==> src/rtl/tmr_pkg.sv <==
package tmr_pkg;
  localparam int NT      = 3;
  localparam int EVT_PER = 3;
  localparam int ST_W    = NT * EVT_PER;
  localparam int CTRL_W  = 4 * NT;
  localparam int DIR_LSB = 3 * NT;
  localparam int ADDR_W  = 6;

  localparam logic [3:0] W_CTRL = 4'd12;
  localparam logic [3:0] W_STAT = 4'd13;
  localparam logic [3:0] W_MASK = 4'd14;

  typedef enum logic [1:0] {R_CNT = 2'd0, R_RLD = 2'd1, R_M1 = 2'd2, R_M2 = 2'd3} tmr_reg_e;
endpackage

==> src/rtl/tmr_chan.sv <==
module tmr_chan #(
  parameter int W = 32
) (
  input  logic         clk_i,
  input  logic         rst_ni,
  input  logic         en_i,
  input  logic         sel_i,
  input  logic         up_i,
  input  logic         ovf_en_i,
  input  logic         tick_i,
  input  logic [3:0]   we_i,
  input  logic [W-1:0] wdata_i,
  output logic [W-1:0] cnt_o,
  output logic [W-1:0] rld_o,
  output logic [W-1:0] m1_o,
  output logic [W-1:0] m2_o,
  output logic [2:0]   evt_o
);
  localparam logic [W-1:0] ZERO = '0;
  localparam logic [W-1:0] ONES = '1;

  logic [W-1:0] cnt_q, rld_q, m1_q, m2_q;
  logic         en_d_q;
  logic         start, step, wrap;

  assign start = en_i & ~en_d_q;
  assign step  = en_i & en_d_q & (~sel_i | tick_i);
  assign wrap  = up_i ? (cnt_q == ONES) : (cnt_q == ZERO);

  always_ff @(posedge clk_i or negedge rst_ni) begin
    if (!rst_ni) begin
      en_d_q <= 1'b0;
      cnt_q  <= '0;
      rld_q  <= '0;
      m1_q   <= '0;
      m2_q   <= '0;
    end else begin
      en_d_q <= en_i;
      if (we_i[tmr_pkg::R_RLD]) rld_q <= wdata_i;
      if (we_i[tmr_pkg::R_M1])  m1_q  <= wdata_i;
      if (we_i[tmr_pkg::R_M2])  m2_q  <= wdata_i;
      // software write > enable load > step
      if (we_i[tmr_pkg::R_CNT])  cnt_q <= wdata_i;
      else if (start)            cnt_q <= rld_q;
      else if (step) begin
        if (up_i)                cnt_q <= cnt_q + 1'b1;
        else if (wrap)           cnt_q <= rld_q;
        else                     cnt_q <= cnt_q - 1'b1;
      end
    end
  end

  assign evt_o[0] = en_i & (cnt_q == m1_q);
  assign evt_o[1] = en_i & (cnt_q == m2_q);
  assign evt_o[2] = step & wrap & ovf_en_i & ~we_i[tmr_pkg::R_CNT];

  assign cnt_o = cnt_q;
  assign rld_o = rld_q;
  assign m1_o  = m1_q;
  assign m2_o  = m2_q;

  p_start_load_r3: assert property (@(posedge clk_i) disable iff (!rst_ni)
    (start && !we_i[0]) |=> (cnt_q == $past(rld_q)));
  p_hold_off_r4: assert property (@(posedge clk_i) disable iff (!rst_ni)
    (!en_i && !we_i[0]) |=> $stable(cnt_q));
  p_tick_gate_r4: assert property (@(posedge clk_i) disable iff (!rst_ni)
    (en_i && en_d_q && sel_i && !tick_i && !we_i[0]) |=> $stable(cnt_q));
  p_up_step_r4: assert property (@(posedge clk_i) disable iff (!rst_ni)
    (en_i && en_d_q && (!sel_i || tick_i) && up_i && !we_i[0]) |=> (cnt_q == $past(cnt_q) + 1'b1));
  p_down_reload_r6: assert property (@(posedge clk_i) disable iff (!rst_ni)
    (en_i && en_d_q && (!sel_i || tick_i) && !up_i && cnt_q == ZERO && !we_i[0]) |=> (cnt_q == $past(rld_q)));
  p_cnt_write_r10: assert property (@(posedge clk_i) disable iff (!rst_ni)
    we_i[0] |=> (cnt_q == $past(wdata_i)));
endmodule

==> src/rtl/tmr_irq.sv <==
module tmr_irq #(
  parameter int NS = 9
) (
  input  logic          clk_i,
  input  logic          rst_ni,
  input  logic [NS-1:0] evt_i,
  input  logic          st_we_i,
  input  logic          mask_we_i,
  input  logic [NS-1:0] wdata_i,
  output logic [NS-1:0] status_o,
  output logic [NS-1:0] mask_o,
  output logic          irq_o
);
  logic [NS-1:0] status_q, mask_q;
  logic          irq_q;

  always_ff @(posedge clk_i or negedge rst_ni) begin
    if (!rst_ni) begin
      status_q <= '0;
      mask_q   <= '1;
      irq_q    <= 1'b0;
    end else begin
      // new events win over a same-cycle clear
      status_q <= (st_we_i ? (status_q & wdata_i) : status_q) | evt_i;
      if (mask_we_i) mask_q <= wdata_i;
      irq_q <= |(status_q & ~mask_q);
    end
  end

  assign status_o = status_q;
  assign mask_o   = mask_q;
  assign irq_o    = irq_q;

  p_sticky_r8: assert property (@(posedge clk_i) disable iff (!rst_ni)
    !st_we_i |=> ((status_q & $past(status_q)) == $past(status_q)));
  p_evt_wins_r8: assert property (@(posedge clk_i) disable iff (!rst_ni)
    (|evt_i) |=> ((status_q & $past(evt_i)) == $past(evt_i)));
  p_all_masked_r9: assert property (@(posedge clk_i) disable iff (!rst_ni)
    (&mask_q) |=> !irq_q);
endmodule

==> src/rtl/tmr_block.sv <==
module tmr_block #(
  parameter int CNT_W = 32
) (
  input  logic                       clk_i,
  input  logic                       rst_ni,
  input  logic                       tick_i,
  input  logic                       we_i,
  input  logic [tmr_pkg::ADDR_W-1:0] addr_i,
  input  logic [CNT_W-1:0]           wdata_i,
  output logic [CNT_W-1:0]           rdata_o,
  output logic                       irq_o
);
  import tmr_pkg::*;

  logic [3:0]        word;
  logic              aligned;
  logic [CTRL_W-1:0] ctrl_q;
  logic [ST_W-1:0]   evt, status, mask;
  logic [CNT_W-1:0]  cnt [NT];
  logic [CNT_W-1:0]  rld [NT];
  logic [CNT_W-1:0]  m1  [NT];
  logic [CNT_W-1:0]  m2  [NT];

  assign word    = addr_i[5:2];
  assign aligned = (addr_i[1:0] == 2'b00);

  always_ff @(posedge clk_i or negedge rst_ni) begin
    if (!rst_ni) ctrl_q <= '0;
    else if (we_i && aligned && word == W_CTRL) ctrl_q <= wdata_i[CTRL_W-1:0];
  end

  for (genvar t = 0; t < NT; t++) begin : g_tmr
    logic [3:0] ch_we;
    for (genvar r = 0; r < 4; r++) begin : g_we
      assign ch_we[r] = we_i && aligned && (word == 4'(4 * t + r));
    end
    tmr_chan #(.W(CNT_W)) i_chan (
      .clk_i    (clk_i),
      .rst_ni   (rst_ni),
      .en_i     (ctrl_q[3*t]),
      .sel_i    (ctrl_q[3*t+1]),
      .ovf_en_i (ctrl_q[3*t+2]),
      .up_i     (ctrl_q[DIR_LSB+t]),
      .tick_i   (tick_i),
      .we_i     (ch_we),
      .wdata_i  (wdata_i),
      .cnt_o    (cnt[t]),
      .rld_o    (rld[t]),
      .m1_o     (m1[t]),
      .m2_o     (m2[t]),
      .evt_o    (evt[EVT_PER*t +: EVT_PER])
    );
  end

  tmr_irq #(.NS(ST_W)) i_irq (
    .clk_i     (clk_i),
    .rst_ni    (rst_ni),
    .evt_i     (evt),
    .st_we_i   (we_i && aligned && word == W_STAT),
    .mask_we_i (we_i && aligned && word == W_MASK),
    .wdata_i   (wdata_i[ST_W-1:0]),
    .status_o  (status),
    .mask_o    (mask),
    .irq_o     (irq_o)
  );

  always_comb begin
    rdata_o = '0;
    if (aligned) begin
      if (word < W_CTRL) begin
        case (tmr_reg_e'(word[1:0]))
          R_CNT:   rdata_o = cnt[word[3:2]];
          R_RLD:   rdata_o = rld[word[3:2]];
          R_M1:    rdata_o = m1[word[3:2]];
          default: rdata_o = m2[word[3:2]];
        endcase
      end else if (word == W_CTRL) begin
        rdata_o = CNT_W'(ctrl_q);
      end else if (word == W_STAT) begin
        rdata_o = CNT_W'(status);
      end else if (word == W_MASK) begin
        rdata_o = CNT_W'(mask);
      end
    end
  end
endmodule

==> config.mk <==
export PLATFORM = sky130hd
export DESIGN_NAME = tmr_block
export DESIGN_NICKNAME = d
export VERILOG_FILES = /design/src/rtl/tmr_pkg.sv /design/src/rtl/tmr_chan.sv /design/src/rtl/tmr_irq.sv /design/src/rtl/tmr_block.sv
export SDC_FILE = /design/constraint.sdc
export NUM_CORES = 1
export LEC_CHECK = 0
export ABC_CLOCK_PERIOD_IN_PS = 5000
export BUFFER_PORTS_ARGS = -buffer_cell sky130_fd_sc_hd__buf_4
export CAP_MARGIN = 15
export CORE_MARGIN = 5
export CORE_UTILIZATION = 42
export CTS_CLUSTER_DIAMETER = 200
export DETAILED_ROUTE_END_ITERATION = 8
export GPL_TIMING_DRIVEN = 0
export HOLD_SLACK_MARGIN = 0.12
export PLACE_DENSITY = 0.66
export SYNTH_ARGS = -nofsm -noshare
export SYNTH_HDL_FRONTEND = slang
export SYNTH_SLANG_ARGS = --single-unit
==> constraint.sdc <==
create_clock -name clk_i -period 5 [get_ports clk_i]
set_input_delay 1.5 -clock clk_i [delete_from_list [all_inputs] [get_ports clk_i]]
set_output_delay 1.5 -clock clk_i [all_outputs]
set_load 0.005 [all_outputs]
## Yosys cells after proc, flatten, opt, wreduce, memory -nomap -nowiden

Index checks and enable logic that the tools add are counted.

| cells by class | value |
|---|---|
| $add $sub $neg | 6 |
| multiply operators | 0 |
| divide/modulo/power cells | 0 |
| $lt $le $gt $ge | 2 |
| equality and inequality tests | 25 |
| shift-type cells | 0 |
| mux-type cells | 37 |
| bitwise operators | 41 |
| reduce and logical (&&, ||, !) cells | 26 |

Operator list:

| cell | number |
|---|---|
| $mux W32 | 25 |
| $bmux W32 S2 | 4 |
| $eq A32 B32 Y1 | 6 |
| $add A32 B1 Y32 const B | 3 |
| $eq A32 B32 Y1 const B | 3 |
| $logic_not A32 Y1 | 3 |
| $pmux W32 S3 | 1 |
| $sub A32 B1 Y32 const B | 3 |
| $eq A4 B4 Y1 const B | 7 |
| $mux W9 | 3 |
| $and A1 B1 Y1 | 24 |
| $and A9 B9 Y9 | 2 |
| $eq A4 B3 Y1 const B | 4 |
| $logic_and A1 B1 Y1 | 16 |
| $mux W12 | 1 |
| $not A1 Y1 | 9 |
| $not A9 Y9 | 1 |
| $or A9 B9 Y9 | 1 |
| $reduce_bool A3 Y1 | 3 |
| $reduce_or A9 Y1 | 1 |
| $eq A4 B2 Y1 const B | 2 |
| $eq A4 B1 Y1 const B | 1 |
| $logic_not A2 Y1 | 2 |
| $logic_not A4 Y1 | 1 |
| other kinds (7) | 11 |

| storage, ports and cells | value |
|---|---|
| flip-flop bits (word level) | 418 |
| bits in latches | 0 |
| memory bits (writable) | 0 |
| ROM bits | 0 |
| logic and storage cells | 156 |
| memories | 0 |

## Logic depth before layout (Yosys ltp)

Gate-level depths: netlist of run 1.

| depth | value |
|---|---|
| word-level depth | 7 |
| depth in mapped cells | 12 |
| depth with buffers taken out | 9 |

## By module

A second synthesis of run 1 with hierarchy kept.

| unflattened totals | value |
|---|---|
| cell total of the unflattened synthesis | 2781 |
| area total of the unflattened synthesis | 28079.4 um^2 |

By module, submodules not included:

| module | times used | cells each | area each (um^2) | seq. area each (um^2) |
|---|---|---|---|---|
| tmr_chan | 3 | 728 | 7561.0 | 3228.1 |
| tmr_block | 1 | 531 | 4606.9 | 300.3 |
| tmr_irq | 1 | 66 | 789.5 | 486.7 |

## Least setup slack after synthesis of run 1

OpenSTA, ideal clock, no wires.

| timing path | value |
|---|---|
| path type | input port to output port |
| start | input port addr_i[4] in the netlist's numbering |
| end | output port rdata_o[0] |
| data arrival time | 3.281 ns |
| required time | 3.500 ns |
| slack | 0.219 ns |
| cell stages on the path | 9 |
| path buffers | 3 |
| cells stage by stage | clkbuf_1 > buf_1 > buf_2 > mux2i_1 > nor2_1 > a211oi_1 > a21oi_1 > a221oi_1 > nor2_1 |

| on the way | value |
|---|---|
| word-level cells in the longest chain between the ends | 7 |
| elaborated cells between the ends (all ways) | 23 |
| classes of those cells | order compare: 1; eq/ne: 3; mux: 18; bitwise: 1 |

RTL lines:

| item | line | text |
|---|---|---|
| start, declared | tmr_block.sv:8 | `input logic [tmr_pkg::ADDR_W-1:0] addr_i,` |
| $not A2 Y3 (implied by the code) | -- |  |
| $bmux W32 S2 (on tied branches) | -- |  |
| $mux W32 (on tied branches) (2 in a row) | -- |  |
| $pmux W32 S3 | tmr_block.sv:71 | `case (tmr_reg_e'(word[1:0]))` |
| $mux W32 (*) | tmr_block.sv:70 | `if (word < W_CTRL) begin` |
| $mux W32 (*) | tmr_block.sv:69 | `if (aligned) begin` |
| end, declared | tmr_block.sv:10 | `output logic [CNT_W-1:0] rdata_o,` |

Every way passes the cells marked *; elsewhere a longest branch is shown, timed or not. The select of a mux whose other input is x is not followed.

## Final worst setup path of run 1

| timing path | value |
|---|---|
| start | input port addr_i[3] in the netlist's numbering |
| end | output port rdata_o[16] |

| on the way | value |
|---|---|
| word-level cells in the longest chain between the ends | 4 |
| elaborated cells between the ends (all ways) | 7 |
| classes of those cells | order compare: 1; eq/ne: 2; mux: 3; reduce/logical: 1 |

RTL lines:

| item | line |
|---|---|
| $eq A2 B2 Y1 (tied with other cells) | tmr_block.sv:71 |
| $pmux W32 S3 | tmr_block.sv:71 |
| $mux W32 (*) | tmr_block.sv:70 |
| $mux W32 (*) | tmr_block.sv:69 |

Every way passes the cells marked *; elsewhere a longest branch is shown, timed or not.

==> results of run 1 <==
## logic make-up (layout without fill, tap and decap cells)
group / after synthesis / in the layout / share of synthesized area, %
AOI/OAI and AO/OA: 720 / 720 / 15.9
xor gates and xnor gates: 249 / 249 / 7.73
adders and majority gates: 9 / 9 / 0.399
buffers and inverters: 345 / 519 / 4.80
DFF: 418 / 418 / 37.1
muxes: 451 / 451 / 17.8
and+or+nand+nor: 927 / 927 / 16.3
## Yosys cell counts (10+ instances only)
master	instances	share of area (%)
o31ai_1	21	0.56
nor2_1	246	3.3
mux4_2	10	0.80
xor2_1	143	4.4
nor4_1	63	1.4
a21oi_1	218	3.9
and4_1	11	0.34
a31oi_1	23	0.51
o22ai_1	49	1.1
clkbuf_1	202	2.7
o21ai_0	195	3.5
nand2b_1	16	0.35
nand2_1	203	2.7
nand3_1	96	1.7
buf_2	32	0.57
a211oi_1	42	1.1
a221oi_1	21	0.65
or3_1	25	0.55
nand4_1	71	1.6
mux2_2	309	12
and3_1	31	0.69
xnor2_1	106	3.3
inv_1	44	0.59
or4_1	19	0.51
o211ai_1	17	0.45
nor3_1	97	1.7
a22oi_1	23	0.61
dfrtp_1	409	36
a221o_1	12	0.43
mux2i_1	131	4.6
buf_1	62	0.82
o221ai_1	12	0.37
## worst paths after layout
kind                                        endpoint  cells past startpoint
min in group asynchronous   g_tmr[2].i_chan.cnt_o[7]                      1
max in group asynchronous  g_tmr[0].i_chan.rld_o[16]                      4
max                                      rdata_o[16]                      7
min                           g_tmr[2].i_chan.en_d_q                      0
min reg2reg                   g_tmr[2].i_chan.en_d_q                      0
max reg2reg                        i_irq.status_o[5]                      7
## sequential cells by signal (all words and copies together) (netlist names)
name	cells
g_tmr.i_chan.m2_o	96
i_irq.status_o	9
g_tmr.i_chan.m1_o	96
g_tmr.i_chan.rld_o	96
i_irq.irq_o	1
g_tmr.i_chan.cnt_o	96
ctrl_q	12
g_tmr.i_chan.en_d_q	3
i_irq.mask_o	9
## power by group
part           switching, W  internal [W]  total (W)
Sequential         0.000675       0.00402    0.00470
Clock               0.00169       0.00254    0.00423
Combinational       0.00410       0.00189    0.00599
Total               0.00646       0.00845     0.0149
## per-stage QoR
stage | instance area (µm²) | worst slack [ps] | setup TNS [ps]
3_5_place_dp | 30000 | -1230 | -30680
3_3_place_gp | 29900 | -2150 | -885110
2_1_floorplan | 28200 | 219 | 0
4_1_cts | 32100 | -41.7 | -90.8
6_report | 32200 | -15.9 | -15.9
5_1_grt | 32200 | -31.5 | -87.8
## final cells by class
type | instances | share of cell area (%)
Multi-Input combinational cell | 2356 | 51.5
Buffer | 298 | 4.17
Tap cell | 873 | 3.39
Clock inverter | 28 | 1.35
Inverter | 44 | 0.513
Timing Repair Buffer | 82 | 2.19
Clock buffer | 67 | 4.43
Sequential cell | 418 | 32.5
## layout by cell type, fill, tap and decap left out, drive strengths merged, types with 8 or more instances in the layout
master,Yosys,final
dfstp,9,9
and4,11,11
or4,21,21
nand4,71,71
mux2i,131,131
o21ai,198,198
o211ai,17,17
buf,98,184
nor4,66,66
nor3,100,100
clkbuf,203,263
bufinv,0,10
o221ai,12,12
mux2,310,310
o21a,8,8
inv,44,48
o22ai,49,49
and3,31,31
xor2,143,143
ha,9,9
o31ai,22,22
nor2,246,246
or3,25,25
nand2,205,205
o31a,8,8
a31oi,23,23
xnor2,106,106
dfrtp,409,409
a221o,12,12
nand3,96,96
nand2b,16,16
o311ai,9,9
clkinv,0,11
a221oi,21,21
a211oi,42,42
a21oi,218,218
mux4,10,10
a22oi,24,24
## per-layer routing
layer | share of wire, % | vias to the layer above
li1 | - | 11700
met1 | 38 | 13800
met2 | 45 | 1676
met3 | 7.7 | 452
met4 | 8.7 | 2
met5 | 0.012 | -
## timing repair
action | in CTS | in global routing
resized for setup | 100 | 50
pin swaps | 1 | 2
setup endpoints to repair | 32 | 27
==> metrics.cfg, run 1 <==
[run_status]
status=complete, but fails checks
violations=negative setup slack

[timing]
period_needed_ps=5020
setup_slack_ps=-15.9
final_max_slew_viol_count=0
fin_crit_sh_pct=100
fin_skew_ps=20.8
setup_viol=1
rsz0062_at_grt=true
fin_hold_ws_ps=372
max_slew_margin_pct=15.1
worst_pin_slew_ps=1260
fmax_ghz=0.199
hold_viol=0

[placement]
numPortBuffers=73
dp_cells=4074
hpwl_um=116000
place_congestion=1.04

[floorplan]
rows=95
die_area_mm2=0.0725
floorplan.core_area_mm2=0.0669
io_pins=75
start_util_pct=42.2
fp.dieW_um=269
dieHeight_um=269

[worst_setup_path]
reg2reg_slack_ps=860
startpoint_type=input pin
worst_setup_path_end_kind=primary output
startpoint=addr_i[3]
path_class=in2out
slowest_stage=clkbuf_1
cp_max_fo=10
r2r-start=g_tmr[1].i_chan.cnt_o[19]
crit_family=buffers and inverters
max_stage_delay_ps=550
path_buf_inv=5
cp.required_ps=3500
worstPathCellList=buf_4 > clkbuf_1 > clkbuf_1 > clkbuf_2 > nor2_1 > nor3_2 > buf_4
cp.arrival_ps=3520

[cells_and_area]
area_growth_pct=14.1
n_antenna_cell=0
seqCellArea_mm2=0.0105
fill_cells=6619
drive_gt1_share_pct=19.4
multi_input_area_mm2=0.0166
fin_cells=4166
fin_util_pct=48.2
final_nets=3302

[yosys]
async_reset_ff_share_pct=100
netlist_instances=3119
seq_area_frac_synth_pct=37.1
ys_warn_count=0
syn-num-nets=3170
synthesis.area_mm2=0.0282
synth_edf_count=0
yosysUniqueCellTypes=86
synth_seq_cells=418
syn_area_per_cell_um2=9.05
ys.flop_type=dfrtp_1

[global_routing]
busiest_layer=met2
grtUsageMet2_pct=61.8
met3_usage_pct=5.53
antenna_found_initial=6
grt_pass1_wl_um=203000
grt_max_degree=106
met1_usage_pct=48.1
grt_use_total_pct=38.4
grt_pass1_vias=26600
overflow=0

[clocking]
cts_buffers=51
cts-root-buf=clkbuf_16
postCtsSetupBuffers=0
tritoncts=yes
path_clk_slew_ps=60
htree_levels=2
clk_latency_ps=630
clock_path_buffers=3
postCtsHoldBufs=0
clock-sinks=418

[detailed_routing]
vias=27700
drc=0
routed_wl_um=146000
route.detailed.wl_per_inst_um=34.9
via_per_inst=6.64
drt_iter0_markers=3554
first_pass_iters=7
ant_nets=0

[pwr]
powerDensity_mw_per_mm2=463
max-vdd-ir-drop_v=0.000285
finalPower_w=0.0149
leakagePower_nw=13.5

[hold_path]
hp-class=reg2reg
hold_start=ctrl_q[6]

[flow_run]
maxCapViolations=0

(Power assumes the default switching activity.)
==> run 2: changes to the inputs <==
--- a/config.mk
+++ b/config.mk
@@ -5,7 +5,7 @@
 export SDC_FILE = /design/constraint.sdc
 export NUM_CORES = 1
 export LEC_CHECK = 0
-export ABC_CLOCK_PERIOD_IN_PS = 5000
+export ABC_CLOCK_PERIOD_IN_PS = 5400
 export BUFFER_PORTS_ARGS = -buffer_cell sky130_fd_sc_hd__buf_4
 export CAP_MARGIN = 15
 export CORE_MARGIN = 5
@@ -14,7 +14,6 @@
 export DETAILED_ROUTE_END_ITERATION = 8
 export GPL_TIMING_DRIVEN = 0
 export HOLD_SLACK_MARGIN = 0.12
-export PLACE_DENSITY = 0.66
 export SYNTH_ARGS = -nofsm -noshare
 export SYNTH_HDL_FRONTEND = slang
 export SYNTH_SLANG_ARGS = --single-unit
==> constraint.sdc (replaced) <==
create_clock -name clk_i -period 5.4 [get_ports clk_i]
set_input_delay 1.62 -clock clk_i [delete_from_list [all_inputs] [get_ports clk_i]]
set_output_delay 1.62 -clock clk_i [all_outputs]
set_load 0.005 [all_outputs]
==> metrics.cfg, run 2 (synthesized netlist as in run 1, its figures left out) <==
[global_routing]
grt_use_total_pct=37.3
grt_pass1_wl_um=197000
antenna_found_initial=4
busiest_layer=met2
met1_usage_pct=48.9
overflow=0
met3_usage_pct=6.93
grtUsageMet2_pct=56.5
grt_pass1_vias=26100
grt_max_degree=102

[cells_and_area]
final_common_cell=dfrtp_1
drive_gt1_share_pct=18.5
fin_util_pct=47.7
final_nets=3299
layout_common_cells=dfrtp_1 (409), mux2_2 (309), nor2_1 (246)
stdcell_area_mm2=0.0319
area_growth_pct=13.2

[detailed_routing]
first_pass_iters=7
ant_nets=0
route.detailed.wl_per_inst_um=34.2
vias=27900
drt_iter0_markers=4093
via_per_inst=6.70
routed_wl_um=142000
drc=0

[timing]
fmax_ghz=0.186
setup_viol=0
max_slew_margin_pct=18.7
fin_skew_ps=29.0
rsz0062_at_grt=false
fin_crit_sh_pct=99.4
hold_viol=0
period_needed_ps=5370
final_max_slew_viol_count=0
setup_slack_ps=34.0
worst_pin_slew_ps=1220

[worst_setup_path]
cp_max_fo=10
path_class=in2out
cp.arrival_ps=3750
reg2reg_slack_ps=1790
r2r-start=g_tmr[1].i_chan.cnt_o[0]
endpoint=rdata_o[7]
cp.required_ps=3780
r2r_cells=8
timing.rr.end=i_irq.status_o[5]
worst_setup_path_end_kind=primary output
startpoint_type=input pin
startpoint=addr_i[4]

[hold_path]
hp-class=reg2reg

[floorplan]
floorplan.core_area_mm2=0.0669
fp.dieW_um=269
die_area_mm2=0.0725
dieHeight_um=269
rows=95
start_util_pct=42.2
io_pins=75

[clocking]
path_clk_slew_ps=60
clock-sinks=418
clk_latency_ps=620
htree_levels=2
postCtsHoldBufs=0
clock_path_buffers=3
cts-root-buf=clkbuf_16
tritoncts=yes
cts_buffers=50

[placement]
place_congestion=1.06
numPortBuffers=73
place_ws_ps=-955
placed_area_mm2=0.0300
hpwl_um=112000

[run_status]
status=finished clean

[pwr]
max-vdd-ir-drop_v=0.000263
leakagePower_nw=13.4
powerDensity_mw_per_mm2=426

[flow_run]
maxCapViolations=0

run 2: timing repair:
action / in CTS / in global routing
buffers inserted: 0 / 0
resized for setup: 76 / 16
pin swaps: 1 / 3
endpoints found under the setup margin: 32 / 11
gates cloned: 0 / 0
run 2: area by class of cell:
type | instances | area, µm²
fillers | 6579 | 35000
well taps | 873 | 1090
plain buffers | 301 | 1290
inverters | 44 | 165
clock inverters | 18 | 264
clock buffers | 75 | 1500
flip-flops and latches | 418 | 10500
multi-input cells | 2356 | 16500
repair buffers | 77 | 666
diodes | 2 | 5.00
run 2: report_power, final:
group | switching, W | internal [W]
Sequential | 0.000651 | 0.00372
Clock | 0.00151 | 0.00220
Combinational | 0.00377 | 0.00174
run 2: routing by layer:
| metal | wire length, µm | vias up |
|---|---|---|
| met1 | 55300 | 13700 |
| met3 | 14100 | 478 |
| met4 | 12000 | 2 |
| met5 | 13 | - |
| li1 | - | 11700 |
| met2 | 60900 | 2033 |
run 2: per-stage QoR:
step                power, W  cells  setup TNS (ps)  hold slack, ps
floorplan            0.00740   3119               0             352
global placement     0.00961   4065         -751810             354
detailed placement   0.00964   4069          -20800             359
CTS                   0.0133   4162               0             374
global route          0.0139   4162               0             396
finish                0.0136   4164               0             373
run 2: worst min path at each step:
stage,start,endpoint,cells past startpoint
3_5_place_dp,ctrl_q[6],g_tmr[2].i_chan.en_d_q,0
4_1_cts,ctrl_q[6],g_tmr[2].i_chan.en_d_q,0
5_1_grt,ctrl_q[3],g_tmr[1].i_chan.en_d_q,0
3_3_place_gp,ctrl_q[6],g_tmr[2].i_chan.en_d_q,0
2_1_floorplan,ctrl_q[0],g_tmr[0].i_chan.en_d_q,0
6_report,ctrl_q[6],g_tmr[2].i_chan.en_d_q,0
run 2: critical path, stage by stage:
cell and delay, ps:
clkbuf_2 200, buf_4 260, buf_4 290, mux2i_1 480, o211ai_1 130, o21ai_0 120, o22ai_1 100, nor2_1 270
a211oi_1 110, buf_4 170
